`src/rtl/dma2d_pkg.sv`:
```
package dma2d_pkg;
    localparam int ADDR_W = 32;
    localparam int CNT_W  = 16;
    localparam int MOD_W  = 16;

    typedef enum logic [1:0] {
        S_IDLE   = 2'd0,
        S_RUN    = 2'd1,
        S_FINISH = 2'd2,
        S_FAULT  = 2'd3
    } walk_state_t;
endpackage

```
`src/rtl/dma2d_walk.sv`:
```
module dma2d_walk #(
    parameter int AW = 32,
    parameter int CW = 16,
    parameter int MW = 16
) (
    input  logic          clk,
    input  logic          rst_n,
    input  logic          load,
    input  logic          step,
    input  logic [AW-1:0] start,
    input  logic [CW-1:0] x_count,
    input  logic [MW-1:0] x_mod,
    input  logic [CW-1:0] y_count,
    input  logic [MW-1:0] y_mod,
    input  logic          two_d,
    output logic [AW-1:0] addr,
    output logic          at_end
);
    localparam int EXT_W = AW - MW;
    localparam logic [CW-1:0] ONE = CW'(1);

    logic [AW-1:0] start_q;
    logic [CW-1:0] xc_q, yc_q, x_left, y_left;
    logic [AW-1:0] xstep, ystep;

    always_ff @(posedge clk or negedge rst_n) begin
        if (!rst_n) begin
            start_q <= '0;
            xc_q    <= '0;
            yc_q    <= '0;
            xstep   <= '0;
            ystep   <= '0;
            addr    <= '0;
            x_left  <= '0;
            y_left  <= '0;
        end else if (load) begin
            start_q <= start;
            xc_q    <= x_count;
            yc_q    <= two_d ? y_count : ONE;
            xstep   <= {{EXT_W{x_mod[MW-1]}}, x_mod};
            ystep   <= {{EXT_W{y_mod[MW-1]}}, y_mod};
            addr    <= start;
            x_left  <= x_count;
            y_left  <= two_d ? y_count : ONE;
        end else if (step) begin
            if (x_left != ONE) begin
                addr   <= addr + xstep;
                x_left <= x_left - ONE;
            end else if (y_left != ONE) begin
                addr   <= addr + ystep;
                x_left <= xc_q;
                y_left <= y_left - ONE;
            end else begin
                addr   <= start_q;
                x_left <= xc_q;
                y_left <= yc_q;
            end
        end
    end

    assign at_end = (x_left == ONE) && (y_left == ONE);
endmodule

```
`src/rtl/dma2d_ctrl.sv`:
```
module dma2d_ctrl
    import dma2d_pkg::*;
(
    input  logic        clk,
    input  logic        rst_n,
    input  logic        cfg_en,
    input  logic        cfg_auto,
    input  logic        cfg_bad,
    input  logic        req_ready,
    input  logic        at_end,
    output logic        load,
    output logic        step,
    output logic        req_valid,
    output logic        busy,
    output logic        set_done,
    output logic        set_err
);
    walk_state_t state, state_nx;
    logic        auto_q;

    always_ff @(posedge clk or negedge rst_n) begin
        if (!rst_n) begin
            state  <= S_IDLE;
            auto_q <= 1'b0;
        end else begin
            state  <= state_nx;
            if (load) auto_q <= cfg_auto;
        end
    end

    always_comb begin
        state_nx = state;
        unique case (state)
            S_IDLE:   if (cfg_en) state_nx = cfg_bad ? S_FAULT : S_RUN;
            S_RUN: begin
                if (!cfg_en)                          state_nx = S_IDLE;
                else if (req_ready && at_end && !auto_q) state_nx = S_FINISH;
            end
            S_FINISH: if (!cfg_en) state_nx = S_IDLE;
            S_FAULT:  if (!cfg_en) state_nx = S_IDLE;
        endcase
    end

    always_comb begin
        load      = (state == S_IDLE) && cfg_en && !cfg_bad;
        set_err   = (state == S_IDLE) && cfg_en && cfg_bad;
        busy      = (state == S_RUN);
        req_valid = busy && cfg_en;
        step      = req_valid && req_ready;
        set_done  = step && at_end && !auto_q;
    end
endmodule

```
`src/rtl/dma2d_addr_gen.sv`:
```
module dma2d_addr_gen
    import dma2d_pkg::*;
#(
    parameter int AW = ADDR_W,
    parameter int CW = CNT_W,
    parameter int MW = MOD_W
) (
    input  logic          clk,
    input  logic          rst_n,
    input  logic [AW-1:0] cfg_start_addr,
    input  logic [CW-1:0] cfg_x_count,
    input  logic [MW-1:0] cfg_x_mod,
    input  logic [CW-1:0] cfg_y_count,
    input  logic [MW-1:0] cfg_y_mod,
    input  logic          cfg_two_d,
    input  logic          cfg_auto,
    input  logic          cfg_write,
    input  logic          cfg_en,
    input  logic          clr_done,
    input  logic          clr_err,
    input  logic          req_ready,
    output logic          req_valid,
    output logic [AW-1:0] req_addr,
    output logic          req_last,
    output logic          req_write,
    output logic          busy,
    output logic          done,
    output logic          err
);
    logic load, step, set_done, set_err, at_end, cfg_bad;

    assign cfg_bad = (cfg_x_count == '0) || (cfg_two_d && (cfg_y_count == '0));

    dma2d_ctrl i_ctrl (
        .clk       (clk),
        .rst_n     (rst_n),
        .cfg_en    (cfg_en),
        .cfg_auto  (cfg_auto),
        .cfg_bad   (cfg_bad),
        .req_ready (req_ready),
        .at_end    (at_end),
        .load      (load),
        .step      (step),
        .req_valid (req_valid),
        .busy      (busy),
        .set_done  (set_done),
        .set_err   (set_err)
    );

    dma2d_walk #(.AW(AW), .CW(CW), .MW(MW)) i_walk (
        .clk     (clk),
        .rst_n   (rst_n),
        .load    (load),
        .step    (step),
        .start   (cfg_start_addr),
        .x_count (cfg_x_count),
        .x_mod   (cfg_x_mod),
        .y_count (cfg_y_count),
        .y_mod   (cfg_y_mod),
        .two_d   (cfg_two_d),
        .addr    (req_addr),
        .at_end  (at_end)
    );

    assign req_last = at_end;

    always_ff @(posedge clk or negedge rst_n) begin
        if (!rst_n) begin
            done      <= 1'b0;
            err       <= 1'b0;
            req_write <= 1'b0;
        end else begin
            if (set_done)      done <= 1'b1;
            else if (clr_done) done <= 1'b0;
            if (set_err)       err  <= 1'b1;
            else if (clr_err)  err  <= 1'b0;
            if (load)          req_write <= cfg_write;
        end
    end
endmodule

```
`config.mk`:
```
export PLATFORM = sky130hd
export DESIGN_NAME = dma2d_addr_gen
export DESIGN_NICKNAME = d
export VERILOG_FILES = /design/src/rtl/dma2d_pkg.sv /design/src/rtl/dma2d_walk.sv /design/src/rtl/dma2d_ctrl.sv /design/src/rtl/dma2d_addr_gen.sv
export SDC_FILE = /design/constraint.sdc
export NUM_CORES = 1
export LEC_CHECK = 0
export ABC_CLOCK_PERIOD_IN_PS = 4800
export CAP_MARGIN = 40
export CORE_UTILIZATION = 38
export DETAILED_ROUTE_END_ITERATION = 7
export PLACE_DENSITY = 0.65
export SYNTH_ARGS = -nofsm -noshare
export SYNTH_HDL_FRONTEND = slang
export SYNTH_HIERARCHICAL = 1
export SYNTH_SLANG_ARGS = --single-unit
```
`constraint.sdc`:
```
create_clock -name clk -period 4.8 [get_ports clk]
set_clock_uncertainty 0.15 [all_clocks]
set_input_delay 0.48 -clock clk [delete_from_list [all_inputs] [get_ports clk]]
set_output_delay 0.48 -clock clk [all_outputs]
set_load 0.02 [all_outputs]
```
==> results_dict.tcl <==
set metrics [dict create \
    status "finished, violations left" \
    failed_checks "DRC" \
    cts.sinks 166 \
    cts_tree "built" \
    post-route-min-period_ns 3.969 \
    synth.top_cell.area_share_pct 36.30 \
    cts_made_buffers 17 \
    path_max_fanout 7 \
    grt_pass1_vias 10148 \
    num_rows 63 \
    grt_first_pass_wirelength_um 55090 \
    synthTopCellsByArea "dfrtp_1, ha_1, o21ai_0" \
    ff2ff_setup_slack_ns 0.93 \
    synth_top_flop_cell "dfrtp_1" \
    yosys.area.top_type "dfrtp_1" \
    syn_to_final_growth_pct 21.88 \
    ys_ff_latch 166 \
    wl_per_cell_um 18.54 \
    multi_input_area_sq_mm 0.006810 \
    worst_pin_slew_ns 0.9167 \
    die_w_um 175.5 \
    ctsHtreeMaxLevel 4 \
    vias 10511 \
    timing.hold.ws_ns 0.2752 \
    cts_setup_buffers 0 \
    routed_wl_um 34220 \
    critPathLaunchType "register" \
    min_period_over_period_pct 82.69 \
    clkTransAtPathRegs_ns 0.08 \
    overflow 0 \
    setup_viol 0 \
    setup_slack_ns 0.8311 \
    worstPathArrival_ns 3.34 \
    timing.rr.end "i_walk/addr[30]" \
    dpl.hpwl_um 25200 \
    die_y_um 175.5 \
    fillers 2902 \
    p_per_area_mw_per_mm2 481.4 \
    synth-async-reset-ratio_pct 100.0 \
    drive_gt1_share_pct 8.929 \
    clk_latency_ns 0.44 \
    max-vdd-ir-drop_uv 276.1 \
    syn-num-nets 1489 \
    drv_slew 0 \
    cp.required_ns 4.17 \
    yosys-top-cells-count "dfrtp_1, nand2_1, o21ai_0, a21oi_1, nor2_1" \
    io_pins 143 \
    portBuffers 142 \
    drc_errors 2 \
    place_ws_ns 0.8928 \
    antennaDiodeCount 0 \
    core_area_sq_mm 0.02964 \
    final_antenna_net_count 0 \
    syn_inst 1316 \
    synthMostInstantiatedCell "dfrtp_1" \
    clock_tree.root_cell "clkbuf_16" \
    initial_core_util_pct 38.61 \
    slew_headroom_pct 38.24 \
    grt_usage_pct 22.72 \
    synth_edf_count 0 \
    worst_setup_path_end_kind "output port" \
    crit_start "i_walk/x_left[6]" \
    avgSynthCellArea_sq_um 8.697 \
    ys_seq_area_share_pct 36.30 \
    rsz0062_at_grt "false" \
    yosysWarnings 6 \
    firstDrtPassIters 7 \
    cts_resized 0 \
    dr.first_iter.drc_count 772 \
    avgViaCountPerCell 5.694 \
    cts.path.max_buffers 2 \
    antenna_found_initial 0 \
    crit_end "req_last" \
    maxCapViolations 0 \
    worstReg2RegStart "i_walk/addr[0]" \
    finalSetupTns_ns 0 \
    synth_cell_types 81 \
    r2r_cells 11 \
    grt_max_degree 115 \
    path_class "register to output port" \
    hold_viol 0 \
    seq_area_sq_mm 0.004154 \
    max_freq_mhz 252.0 \
    synth_area_sq_mm 0.01144 \
    nets 1616 \
    globalplace.congestion 0.9035 \
    die-area_sq_mm 0.03082 \
    p_leak_nw 5.853 \
    hp-class "input port to asynchronous set/reset pin" \
]
## sequential cells by signal, indices dropped and copies added (netlist names)
name and flops:
i_walk/xstep 16, i_ctrl/state 2, i_walk/yc_q 16, i_walk/addr 32, err 1, req_write 1, i_walk/y_left 16, done 1
i_walk/start_q 32, i_walk/ystep 16, i_ctrl/auto_q 1, i_walk/x_left 16, i_walk/xc_q 16
## cells in the final DEF (no fill, tap or decap), types with 11 or more instances in the layout
master           instances
nand2_1                142
nor4_1                  16
xor2_1                  19
a211oi_1                29
clkdlybuf4s50_1        141
o21bai_1                13
clkbuf_16               17
o21a_1                  11
xnor2_1                 36
a21oi_1                108
o22ai_1                 15
o21ai_0                138
dfrtp_1                166
nor2_1                  97
buf_4                   19
mux2i_1                 13
mux2_2                  52
and3_1                  16
a21o_1                  22
ha_1                    66
a31oi_1                 12
nand3_1                 30
nor3_1                  22
o31ai_1                 14
inv_1                   63
## layout make-up
| class | instances | area share (%) |
|---|---|---|
| clock buffers | 18 | 3.077 |
| well taps | 390 | 3.498 |
| inverters | 65 | 1.749 |
| multi-input cells | 1027 | 48.82 |
| flip-flops and latches | 166 | 29.78 |
| clock inverters | 14 | 1.256 |
| repair buffers | 166 | 11.81 |
## through the flow
stage / total power [mW] / cell area, sq um / utilization [%] / cells
detailed placement: 5.226 / 13330 / 44.99 / 1813
global placement: 5.190 / 13300 / 44.88 / 1811
finish: 6.715 / 13950 / 47.06 / 1846
global route: 7.186 / 13950 / 47.06 / 1846
floorplan: 4.248 / 11440 / - / 1316
CTS: 6.708 / 13950 / 47.06 / 1846
## kinds of logic after synthesis
kind of cell,after synthesis,share of synthesized area [%]
simple gates,392,16.69
flops,166,36.30
compound gates,446,24.69
buf+inv,123,4.198
fa+ha+maj,68,7.565
xor+xnor,55,4.209
mux,66,6.352
## worst min path at each step
stage	from	endpoint	cells after the start
global route	rst_n	i_walk/start_q[23]	2
finish	rst_n	i_walk/ystep[15]	2
detailed placement	rst_n	i_walk/ystep[15]	1
CTS	rst_n	i_walk/ystep[15]	2
global placement	done	done	1
floorplan	rst_n	done	0
## repair_timing
action                                 in CTS  in global routing
setup endpoints to repair                   0                  0
hold buffers                                1                  0
endpoints found under the hold margin      13                  0
## critical path, cell delays in order, from the launching register on
cell	delay [ns]
dfrtp_1	0.46
or4_4	0.60
nor4_2	0.26
nand4_1	0.38
buf_4	0.28
nor2_1	0.24
clkdlybuf4s50_1	0.66
## where the power goes
group	internal [mW]	switching, mW
logic	1.43	1.84
registers	1.66	0.328
clock network	0.794	0.663
total	3.88	2.83
## metal layers
metal / track usage [%] / wire, um / up-vias
li1: - / - / 5095
met1: 32.15 / 16280 / 5059
met2: 35.63 / 15640 / 321
met3: 2.987 / 1574 / 36
met4: 7.681 / 733 / 0
met5: 0 / 0 / -
(Power assumes the default switching activity.)
